`src/rtl/mfs_pkg.sv`:
```
package mfs_pkg;
  localparam int unsigned OP_W = 3;

  typedef enum logic [OP_W-1:0] {
    OP_AND = 3'd0,
    OP_TAD = 3'd1,
    OP_ISZ = 3'd2,
    OP_DCA = 3'd3,
    OP_JMS = 3'd4,
    OP_JMP = 3'd5,
    OP_IOT = 3'd6,
    OP_OPR = 3'd7
  } opcode_e;

  typedef enum logic [1:0] {
    SRC_IF = 2'd0,
    SRC_DF = 2'd1,
    SRC_BF = 2'd2
  } src_e;

  // True for memory-reference instructions that fetch a data operand
  function automatic logic is_data_ref(input logic [OP_W-1:0] op);
    case (opcode_e'(op))
      OP_AND, OP_TAD, OP_ISZ, OP_DCA: is_data_ref = 1'b1;
      default:                        is_data_ref = 1'b0;
    endcase
  endfunction
endpackage

```
`src/rtl/mfs_brk_reg.sv`:
```
module mfs_brk_reg #(
  parameter int unsigned FW = 1
) (
  input  logic          clk_i,
  input  logic          rst_ni,
  input  logic          load_i,
  input  logic [FW-1:0] d_i,
  output logic [FW-1:0] q_o
);
  always_ff @(posedge clk_i or negedge rst_ni) begin
    if (!rst_ni)     q_o <= '0;
    else if (load_i) q_o <= d_i;
  end
endmodule

```
`src/rtl/mfs_src_sel.sv`:
```
module mfs_src_sel
  import mfs_pkg::*;
#(
  parameter int unsigned FW = 1
) (
  input  logic [FW-1:0]   if_i,
  input  logic [FW-1:0]   df_i,
  input  logic [FW-1:0]   bf_i,
  input  logic            brk_cycle_i,
  input  logic            defer_cycle_i,
  input  logic [OP_W-1:0] opcode_i,
  input  logic            console_load_i,
  output src_e            src_o,
  output logic [FW-1:0]   field_o
);
  // Priority: break, console load, indirect data operand, instruction field
  always_comb begin
    if (brk_cycle_i)                              src_o = SRC_BF;
    else if (console_load_i)                      src_o = SRC_IF;
    else if (defer_cycle_i && is_data_ref(opcode_i)) src_o = SRC_DF;
    else                                          src_o = SRC_IF;
  end

  always_comb begin
    case (src_o)
      SRC_BF:  field_o = bf_i;
      SRC_DF:  field_o = df_i;
      default: field_o = if_i;
    endcase
  end
endmodule

```
`src/rtl/mfs_ea_reg.sv`:
```
module mfs_ea_reg #(
  parameter int unsigned NUM_FIELDS = 2,
  parameter int unsigned FW         = 1
) (
  input  logic                  clk_i,
  input  logic                  rst_ni,
  input  logic                  strobe_i,
  input  logic [FW-1:0]         d_i,
  output logic [FW-1:0]         ea_o,
  output logic [NUM_FIELDS-1:0] en_o
);
  always_ff @(posedge clk_i or negedge rst_ni) begin
    if (!rst_ni)       ea_o <= '0;
    else if (strobe_i) ea_o <= d_i;
  end

  for (genvar k = 0; k < NUM_FIELDS; k++) begin : g_en
    assign en_o[k] = (ea_o == FW'(k));
  end
endmodule

```
`src/rtl/mem_field_sel.sv`:
```
module mem_field_sel
  import mfs_pkg::*;
#(
  parameter int unsigned NUM_FIELDS = 2,
  localparam int unsigned FW = (NUM_FIELDS > 1) ? $clog2(NUM_FIELDS) : 1
) (
  input  logic                  clk_i,
  input  logic                  rst_ni,
  input  logic [FW-1:0]         if_i,
  input  logic [FW-1:0]         df_i,
  input  logic [FW-1:0]         ext_addr_i,
  input  logic                  brk_load_i,
  input  logic                  brk_cycle_i,
  input  logic                  defer_cycle_i,
  input  logic [OP_W-1:0]       opcode_i,
  input  logic                  console_load_i,
  input  logic                  cycle_strobe_i,
  output logic [FW-1:0]         ea_o,
  output logic [NUM_FIELDS-1:0] field_en_o
);
  logic [FW-1:0] bf_q;
  logic [FW-1:0] next_field;
  src_e          src;

  mfs_brk_reg #(.FW(FW)) u_brk (
    .clk_i  (clk_i),
    .rst_ni (rst_ni),
    .load_i (brk_load_i),
    .d_i    (ext_addr_i),
    .q_o    (bf_q)
  );

  mfs_src_sel #(.FW(FW)) u_sel (
    .if_i           (if_i),
    .df_i           (df_i),
    .bf_i           (bf_q),
    .brk_cycle_i    (brk_cycle_i),
    .defer_cycle_i  (defer_cycle_i),
    .opcode_i       (opcode_i),
    .console_load_i (console_load_i),
    .src_o          (src),
    .field_o        (next_field)
  );

  mfs_ea_reg #(.NUM_FIELDS(NUM_FIELDS), .FW(FW)) u_ea (
    .clk_i    (clk_i),
    .rst_ni   (rst_ni),
    .strobe_i (cycle_strobe_i),
    .d_i      (next_field),
    .ea_o     (ea_o),
    .en_o     (field_en_o)
  );
endmodule

```
`config.mk`:
```
export PLATFORM = sky130hd
export DESIGN_NAME = mem_field_sel
export DESIGN_NICKNAME = d
export VERILOG_FILES = /design/src/rtl/mfs_pkg.sv /design/src/rtl/mfs_brk_reg.sv /design/src/rtl/mfs_src_sel.sv /design/src/rtl/mfs_ea_reg.sv /design/src/rtl/mem_field_sel.sv
export SDC_FILE = /design/constraint.sdc
export NUM_CORES = 1
export LEC_CHECK = 0
export BUFFER_PORTS_ARGS = -buffer_cell sky130_fd_sc_hd__buf_2
export CORE_AREA = 2 2 39 41
export DETAILED_ROUTE_END_ITERATION = 16
export DIE_AREA = 0 0 41 43
export GPL_ROUTABILITY_DRIVEN = 0
export PLACE_DENSITY = 0.35
export SLEW_MARGIN = 15
export SYNTH_ARGS = -nofsm -noshare
export SYNTH_HDL_FRONTEND = slang
export SYNTH_SLANG_ARGS = --single-unit
export TNS_END_PERCENT = 20
```
`constraint.sdc`:
```
create_clock -name clk_i -period 1.2 [get_ports clk_i]
set_input_delay 0.12 -clock clk_i [delete_from_list [all_inputs] [get_ports clk_i]]
set_output_delay 0.12 -clock clk_i [all_outputs]
set_load 0.1 [all_outputs]
```
==> metrics.yaml, run 1 <==
cts-buffers-inserted: 3
start_util_pct: 9.132
grt_setup_unrepaired: "no"
synth_edf_count: 0
crit_chain: "clkinvlp_4, buf_12"
total_power_mw: 0.4619
cts_setup_buffers: 0
cts_tree: "built"
hp-class: "in -> reg"
synth-seq-area-share_pct: 39.60
clock-sinks: 2
num_vias: 138
crit_slowest_cell: "dfrtp_4"
finClkSkew_ns: 0.009290
cap_violations: 0
use_met2_pct: 5.625
avgSynthCellArea_sq_um: 12.64
required_ns: 1.08
fin_crit_ns: 1.144
die_area_sq_um: 1763
end_kind: "primary output"
synthArstFlopShare_pct: 100.0
routed_via_density: 3.209
pre_cts_ws_ns: 0.1304
cts_root_buf: "clkbuf_4"
path_class: "reg -> out"
syn_nets: 23
wl_um: 346
ant_nets: 0
cts_buffer_depth: 2
synth_ff_type: "dfrtp_1"
die_h_um: 43
p_leak_nw: 0.1293
grt_max_degree: 4
grt_pass1_wl_um: 448
die_w_um: 41
busiest_layer: "met4"
h-tree-depth: 1
use_met1_pct: 3.514
placed_cells: 38
clk_latency_ns: 0.23
coreArea_sq_um: 1384
syn2layout_area_growth_pct: 131.7
diodes: 0
crit_arrival_ns: 1.02
grt_pass1_vias: 132
outcome: "finished, final reports clean"
hold_violations: 0
drive_above_1_share_pct: 85.19
synth.top_cell.area_share_pct: 39.60
yosys-top-cells-area: "dfrtp_1 40%, mux2_2 18%, o221ai_2 12%, or4b_4 11%, nand3_2 7.9%"
cp_top_family: "flip-flops"
max_slew.worst_pin.slew_ns: 0.1386
power.density_nw_per_um2: 1578
setup-tns-final_ns: 0
drc: 0
synth_commonest_cells: "2 x dfrtp_1, 2 x mux2_2"
cpPeakStageDelay_ns: 0.51
yosysUniqueCellTypes: 8
post_drt_wl_per_cell_um: 8.047
clk_pin_slew_worst_paths_ns: 0.04
ctsResizeCount: 0
antenna_found_initial: 0
drv_slew: 0
first_pass_iters: 3
synth_top_area_cell: "dfrtp_1"
synthCells: 10
io_buffers: 13
setup_viol: 0
min_period_over_period_pct: 95.31
use_met3_pct: 3.141
worstPathMaxFanout: 3
row_count: 14
ys_ff_latch: 2
irDropWorstVdd_uv: 253.7
fmax_ghz: 0.8743
relSlewSlack_pct: 90.76
path_buf_inv: 2
synth_area_sq_um: 126.4
gr-total-overflow: 0
drt_iter0_markers: 1
fin_cells: 43
setup_slack_ns: 0.05627
synth_warnings: 0
fill_cells: 154
ios: 16
fin_nets: 41
grt_usage_pct: 4.409
start_kind: "flip-flop"
cell type report:
| cell class | instances | area [sq um] | share of cell area (%) |
|---|---|---|---|
| inverter | 1 | 7.507 | 2.564 |
| clock buffer | 4 | 26.28 | 8.974 |
| sequential | 2 | 53.80 | 18.38 |
| tap | 16 | 20.02 | 6.838 |
| multi-input combinational | 6 | 65.06 | 22.22 |
| timing repair buffer | 14 | 120.1 | 41.03 |
logic make-up after synthesis:
kind of cell / count (synthesis) / share of synthesized area (%)
AO/OA/AOI/OAI: 1 / 11.88
buffers and inverters: 2 / 8.910
flip-flops: 2 / 39.61
multiplexers: 2 / 17.82
AND/OR/NAND/NOR: 3 / 21.78
power breakdown:
| group | total (mW) | leakage [nW] | switching (mW) | internal, mW |
|---|---|---|---|---|
| combinational | 0.203 | 0.0916 | 0.124 | 0.0790 |
| sequential | 0.0907 | 0.0228 | 0.0119 | 0.0787 |
| clock | 0.169 | 0.0150 | 0.0448 | 0.124 |
| total | 0.462 | 0.129 | 0.180 | 0.282 |
final timing paths:
| path | start | endpoint | slack [ns] | cells past startpoint |
|---|---|---|---|---|
| worst max-delay path | u_ea.ea_o$_DFFE_PN0P_ | field_en_o[0] | 0.06 | 2 |
| worst min-delay path | ext_addr_i | u_brk.q_o$_DFFE_PN0P_ | 0.14 | 2 |
| worst max register to register | u_brk.q_o$_DFFE_PN0P_ | u_ea.ea_o$_DFFE_PN0P_ | 0.30 | 3 |
| worst min register to register | u_brk.q_o$_DFFE_PN0P_ | u_brk.q_o$_DFFE_PN0P_ | 0.51 | 1 |
| max in group asynchronous | rst_ni | u_ea.ea_o$_DFFE_PN0P_ | 0.88 | 2 |
| min in group asynchronous | rst_ni | u_ea.ea_o$_DFFE_PN0P_ | 0.21 | 2 |
cell usage in the layout, fill, tap and decap left out:
master and count:
buf_2 10, clkinvlp_4 1, buf_12 3, dfrtp_4 1, mux2_2 2, clkbuf_1 1
dfrtp_1 1, o221ai_2 1, dlygate4sd3_1 1, or4b_4 1, nand2_1 1, clkbuf_4 3
nand3_2 1
through the flow:
step	util, %	area (sq um)	hold WS (ns)
CTS	21.16	292.8	0.1279
global route	21.16	292.8	0.1256
finish	21.16	292.8	0.1365
floorplan	-	133.9	-0.1756
detailed placement	18.54	256.5	-0.09244
global placement	18.54	256.5	-0.09389
layer usage:
layer	up-vias	wire, um
li1	70	-
met3	0	42
met2	8	185
met1	60	118
met4	0	0
met5	-	0
sequential cells by signal (all words and copies together), names as in the netlist:
signal and count:
u_ea.ea_o 1, u_brk.q_o 1
timing repair:
| item | in CTS | in global routing |
|---|---|---|
| hold buffers | 1 | 0 |
| setup endpoints to repair | 0 | 0 |
| endpoints found under the hold margin | 2 | 0 |
worst register-to-register path, stage by stage (launching register included):
cell and delay (ns):
dfrtp_1 0.36, mux2_2 0.27, nand3_2 0.08, o221ai_2 0.08
Power figures use the tool's default switching activity.
==> inputs of run 2 (changes only) <==
CTS_BUF_LIST = sky130_fd_sc_hd__clkbuf_4 sky130_fd_sc_hd__clkbuf_8   (was not set)
==> run 2 against run 1 <==
Effect of this change: wire length shrank 2.6%; global-route usage shrank 0.20 points; final area grew 1.3%; die area is the same; clock power grew 12%; final cell count is the same; power grew 4.3%; non-clock buffer count is the same; utilization grew 0.27 points; sequential share of layout area shrank 0.23 points.
==> metrics.yaml, run 2 (synthesized netlist as in run 1, its figures left out) <==
path_buf_inv: 2  # unchanged
layout_common_cells: "10 x buf_2, 4 x clkbuf_4, 3 x buf_12, 2 x mux2_2"
first_pass_iters: 2  # -1
clk_pin_slew_worst_paths_ns: 0.04  # about the same
gr-total-overflow: 0  # unchanged
hold_violations: 0  # unchanged
fmax_ghz: 0.8766  # +0.26%
hp-class: "in -> reg"
cts_buffer_depth: 2  # unchanged
clk_latency_ns: 0.23  # about the same
finClkSkew_ns: 0.007181  # -0.002109 ns
diodes: 0  # unchanged
fin_cells: 43  # unchanged
drive_above_1_share_pct: 88.89  # +3.7 points
cpPeakStageDelay_ns: 0.51  # about the same
die_w_um: 41  # unchanged
max_slew.worst_pin.slew_ns: 0.1364  # -0.002254 ns
power.density_nw_per_um2: 1625  # +3.0%
p_leak_nw: 0.1328  # +2.6%
drv_slew: 0  # unchanged
clock-sinks: 2  # unchanged
grt_max_degree: 4  # unchanged
grt_usage_pct: 4.208  # -0.20 points
cp_top_family: "flip-flops"
fin_crit_ns: 1.141  # -0.003013 ns
cts_root_buf: "clkbuf_4"
total_power_mw: 0.4819  # +4.3%
min_period_over_period_pct: 95.06  # -0.25 points
seqPwrFrac_pct: 18.8  # -0.8 points
clkPwrFrac_pct: 39.2  # +2.7 points
cts_tree: "built"
ios: 16  # unchanged
cts-buffers-inserted: 3  # unchanged
cap_violations: 0  # unchanged
h-tree-depth: 1  # unchanged
top_regs: "u_brk.q_o (1), u_ea.ea_o (1)"
required_ns: 1.08  # about the same
final_common_cell: "buf_2"
post_drt_wl_per_cell_um: 7.837  # -2.6%
pwr-share-comb_pct: 42.0  # -1.9 points
placed_cells: 38  # unchanged
relSlewSlack_pct: 90.91  # +0.15 points
cellInternalPower_mw: 0.3040  # +8.0%
ctsResizeCount: 0  # unchanged
end_kind: "primary output"
io_buffers: 13  # unchanged
worstPathMaxFanout: 3  # unchanged
wl_um: 337  # -2.6%
outcome: "finished, final reports clean"
path_class: "reg -> out"
crit_chain: "clkinvlp_4, buf_12"
grt_setup_unrepaired: "no"
irDropWorstVdd_uv: 267.0  # +5.2%
start_kind: "flip-flop"
crit_arrival_ns: 1.02  # about the same
p_sw_share_pct: 36.92  # -2.1 points
drt_iter0_markers: 1  # unchanged
crit_slowest_cell: "dfrtp_4"
start_util_pct: 9.132  # unchanged
antenna_found_initial: 0  # unchanged
fin_nets: 41  # unchanged
row_count: 14  # unchanged
r2r_slack_ns: 0.30  # about the same
die_h_um: 43  # unchanged
setup_viol: 0  # unchanged
num_vias: 139  # +0.72%
coreArea_sq_um: 1384  # unchanged
routed_via_density: 3.233  # +0.72%
grt_pass1_wl_um: 427  # -4.7%
ant_nets: 0  # unchanged
grt_pass1_vias: 131  # -0.76%
drc: 0  # unchanged
p_sw_mw: 0.1779  # -1.3%
syn2layout_area_growth_pct: 134.7
die_area_sq_um: 1763  # unchanged
[run 2: cell types whose count changed in the layout (fill, tap and decap cells not counted)]
cell / change
clkbuf_1: -1
clkbuf_4: +1
[run 2: area by class of cell]
type                            count  area (sq um)
Multi-Input combinational cell      6         65.06
Clock buffer                        4         30.03
Tap cell                           16         20.02
Fill cell                         152          1087
Sequential cell                     2         53.80
Inverter                            1         7.507
Timing Repair Buffer               14         120.1
[run 2: path summary, 6_finish.rpt]
path | from | depth (start not counted) | end
min in group asynchronous | rst_ni | 2 | u_ea.ea_o$_DFFE_PN0P_
setup / recovery | u_ea.ea_o$_DFFE_PN0P_ | 2 | field_en_o[0]
setup reg to reg | u_brk.q_o$_DFFE_PN0P_ | 3 | u_ea.ea_o$_DFFE_PN0P_
hold reg to reg | u_brk.q_o$_DFFE_PN0P_ | 1 | u_brk.q_o$_DFFE_PN0P_
hold / removal | ext_addr_i | 2 | u_brk.q_o$_DFFE_PN0P_
max in group asynchronous | rst_ni | 2 | u_ea.ea_o$_DFFE_PN0P_
[run 2: per-layer routing]
metal / vias up / track usage, % / wire, um
li1: 70 / - / -
met1: 61 / 3.514 / 115
met2: 8 / 5.000 / 179
met3: 0 / 3.141 / 42
met4: 0 / 6.000 / 0
met5: - / 0 / 0
[run 2: what timing repair did]
| item | in CTS | in global routing |
|---|---|---|
| hold buffers | 1 | 0 |
| endpoints found under the hold margin | 2 | 0 |
| setup endpoints to repair | 0 | 0 |
| setup buffers | 0 | 0 |
[run 2: through the flow]
stage | hold WS, ns | instance area, sq um | utilization [%] | setup TNS, ns | setup slack [ns]
after global routing | 0.1256 | 296.5 | 21.43 | 0 | 0.03031
after CTS | 0.1279 | 296.5 | 21.43 | 0 | 0.04459
final | 0.1366 | 296.5 | 21.43 | 0 | 0.05928
after global placement | -0.09389 | 256.5 | 18.54 | 0 | 0.1441
after detailed placement | -0.09244 | 256.5 | 18.54 | 0 | 0.1304
after floorplan | -0.1756 | 133.9 | - | -0.3964 | -0.3461
[run 2: power groups by stage]
stage          Clock [mW]  Sequential [mW]  Combinational [mW]
2_1_floorplan           0            0.119              0.0958
3_3_place_gp            0           0.0921               0.200
3_5_place_dp            0           0.0920               0.202
4_1_cts             0.199           0.0912               0.204
5_1_grt             0.209           0.0916               0.210
6_report            0.189           0.0907               0.203
==> inputs of run 3 (changes only) <==
ABC_AREA = 1   (was not set)
PLACE_DENSITY = 0.36   (was 0.35)
==> run 3 against run 2 <==
Effect of this change: final cell count grew 21%; final area grew 4.2%; combinational power shrank 7%; die area is the same; sequential power grew 0.9%; sequential share of layout area shrank 0.73 points; critical endpoint unchanged; clock skew shrank 0.0015 ns; synthesized area grew 9.9%; clock power is essentially flat; synthesized cell count grew 90%; wire length shrank 11%; count of clock-buffer cells in the layout is the same.
==> metrics.yaml, run 3 <==
drc: 0  # unchanged
num_vias: 170  # +22%
diodes: 0  # unchanged
routed_via_density: 3.269  # +1.1%
synthSimpleGateAreaFrac_pct: 28.83  # +7.0 points
row_count: 14  # unchanged
die_area_sq_um: 1763  # unchanged
end_kind: "primary output"
die_w_um: 41  # unchanged
cts_setup_buffers: 0  # unchanged
grt_max_degree: 5  # +1
synth-seq-area-share_pct: 36.04  # -3.6 points
worstPathMaxFanout: 4  # +1
detailed_place_hpwl_um: 262.2
synthCells: 19  # +9
final_common_cell: "buf_2"
cts-buffers-inserted: 3  # unchanged
grt_setup_unrepaired: "no"
outcome: "finished, final reports clean"
synth_fa_ha_area_share_pct: 0  # unchanged
r2r_slack_ns: 0.39  # +0.09 ns
yosys-top-cells-area: "dfrtp_1 36%, inv_1 14%, nor2_1 14%, a21boi_2 8.1%, mux2_2 8.1%"
hp-class: "in -> reg"
avgSynthCellArea_sq_um: 7.310  # -42%
hold_violations: 0  # unchanged
relSlewSlack_pct: 91.93  # +1.0 points
post_drt_wl_per_cell_um: 5.750  # -27%
synth_commonest_cells: "5 x inv_1, 5 x nor2_1, 3 x nand2_1"
grt_usage_pct: 5.321  # +1.1 points
synth_edf_count: 0  # unchanged
synth.top_cell.area_share_pct: 36.04  # -3.6 points
finClkSkew_ns: 0.005668  # -0.001513 ns
cts_root_buf: "clkbuf_4"
synth_mux_area_share_pct: 8.108  # -9.7 points
cap_violations: 0  # unchanged
h-tree-depth: 1  # unchanged
final_area_sq_um: 309.0  # +4.2%
drv_slew: 0  # unchanged
grt_pass1_vias: 175  # +34%
syn_nets: 32  # +39%
max_slew.worst_pin.slew_ns: 0.1210  # -0.01538 ns
setup-tns-final_ns: 0  # unchanged
start_util_pct: 10.04  # +0.90 points
synthArstFlopShare_pct: 100.0  # unchanged
cts_tree: "built"
clk_pin_slew_worst_paths_ns: 0.04  # about the same
wl_um: 299  # -11%
fin_cells: 52  # +21%
clk_latency_ns: 0.23  # about the same
ant_nets: 0  # unchanged
required_ns: 1.08  # about the same
top_regs: "u_brk.q_o (1), u_ea.ea_o (1)"
gr-total-overflow: 0  # unchanged
die_h_um: 43  # unchanged
first_pass_iters: 1  # -1
setup_viol: 0  # unchanged
drive_above_1_share_pct: 61.11  # -28 points
antenna_found_initial: 0  # unchanged
start_kind: "flip-flop"
total_power_mw: 0.4700  # -2.5%
placed_cells: 47  # +24%
path_class: "reg -> out"
coreArea_sq_um: 1384  # unchanged
syn2layout_area_growth_pct: 122.5
drt_iter0_markers: 0  # -1
ctsResizeCount: 0  # unchanged
grt_pass1_wl_um: 558  # +31%
synth_top_area_cell: "dfrtp_1"
power.density_nw_per_um2: 1521  # -6.4%
min_period_over_period_pct: 93.39  # -1.7 points
ys_ff_latch: 2  # unchanged
ios: 16  # unchanged
p_leak_nw: 0.1601  # +21%
layout_common_cells: "10 x buf_2, 5 x nor2_1, 4 x inv_1, 4 x clkbuf_4"
irDropWorstVdd_uv: 304.7  # +14%
fin_nets: 50  # +22%
synth_top_family_by_area: "simple AND/OR/NAND/NOR gates"
synth-xor-area-share_pct: 0  # unchanged
clock-sinks: 2  # unchanged
synth_ff_type: "dfrtp_1"
synth_compound_area_share_pct: 8.108  # -3.8 points
hold_ws_ns: 0.1299  # -0.006733 ns
cts_buffer_depth: 2  # unchanged
synth_warnings: 0  # unchanged
synth_area_sq_um: 138.9  # +9.9%
fin_crit_ns: 1.121  # -0.01999 ns
io_buffers: 13  # unchanged
placed_area_sq_um: 269.0  # +4.9%
yosysUniqueCellTypes: 8  # unchanged
crit_arrival_ns: 1.00  # -0.02 ns
fmax_ghz: 0.8923  # +1.8%
==> run 3: logic make-up (layout without fill, tap and decap cells) <==
kind of cell / Yosys count / in the layout
simple gates: 9 / 9
buf+inv: 6 / 23
flops: 2 / 2
compound gates: 1 / 1
mux: 1 / 1
==> run 3: layout make-up <==
type,count,area [sq um]
fillers,164,1075
repair buffers,14,120.1
multi-input cells,11,62.56
flip-flops and latches,2,53.80
clock buffers,4,30.03
inverters,5,22.52
well taps,16,20.02
==> run 3: worst paths after layout <==
| path | startpoint | to | cells after the start |
|---|---|---|---|
| worst min-delay path | ext_addr_i | u_brk.q_o$_DFFE_PN0P_ | 2 |
| worst min register to register | u_brk.q_o$_DFFE_PN0P_ | u_brk.q_o$_DFFE_PN0P_ | 1 |
| min in group asynchronous | rst_ni | u_ea.ea_o$_DFFE_PN0P_ | 2 |
| max in group asynchronous | rst_ni | u_ea.ea_o$_DFFE_PN0P_ | 2 |
| worst max register to register | u_brk.q_o$_DFFE_PN0P_ | u_ea.ea_o$_DFFE_PN0P_ | 4 |
| worst max-delay path | u_ea.ea_o$_DFFE_PN0P_ | field_en_o[0] | 2 |
==> run 3: repair_timing <==
| item | in CTS | in global routing |
|---|---|---|
| setup endpoints to repair | 0 | 0 |
| hold buffers | 1 | 0 |
| endpoints found under the hold margin | 2 | 0 |
==> run 3: worst max-delay path, stage by stage (launching register included) <==
cell and delay, ns:
dfrtp_4 0.51, clkinvlp_4 0.10, buf_12 0.16
==> run 3: layer usage <==
metal / vias to the layer above / wire (um) / track usage, %
li1: 88 / - / -
met1: 77 / 92 / 3.215
met2: 5 / 174 / 7.813
met3: 0 / 32 / 4.712
met4: 0 / 0 / 6.000
met5: - / 0 / 0
==> run 3: report_power, final <==
part | switching [mW] | internal, mW | total, mW
combinational | 0.116 | 0.0731 | 0.189
clock | 0.0427 | 0.146 | 0.189
sequential | 0.0131 | 0.0784 | 0.0915
total | 0.172 | 0.298 | 0.470
==> run 3: per-stage QoR <==
step	util, %	setup WS [ns]
after floorplan	-	-0.04399
after global placement	19.44	0.3109
after detailed placement	19.44	0.3145
after CTS	22.33	0.06586
after global routing	22.33	0.04937
final	22.33	0.07927
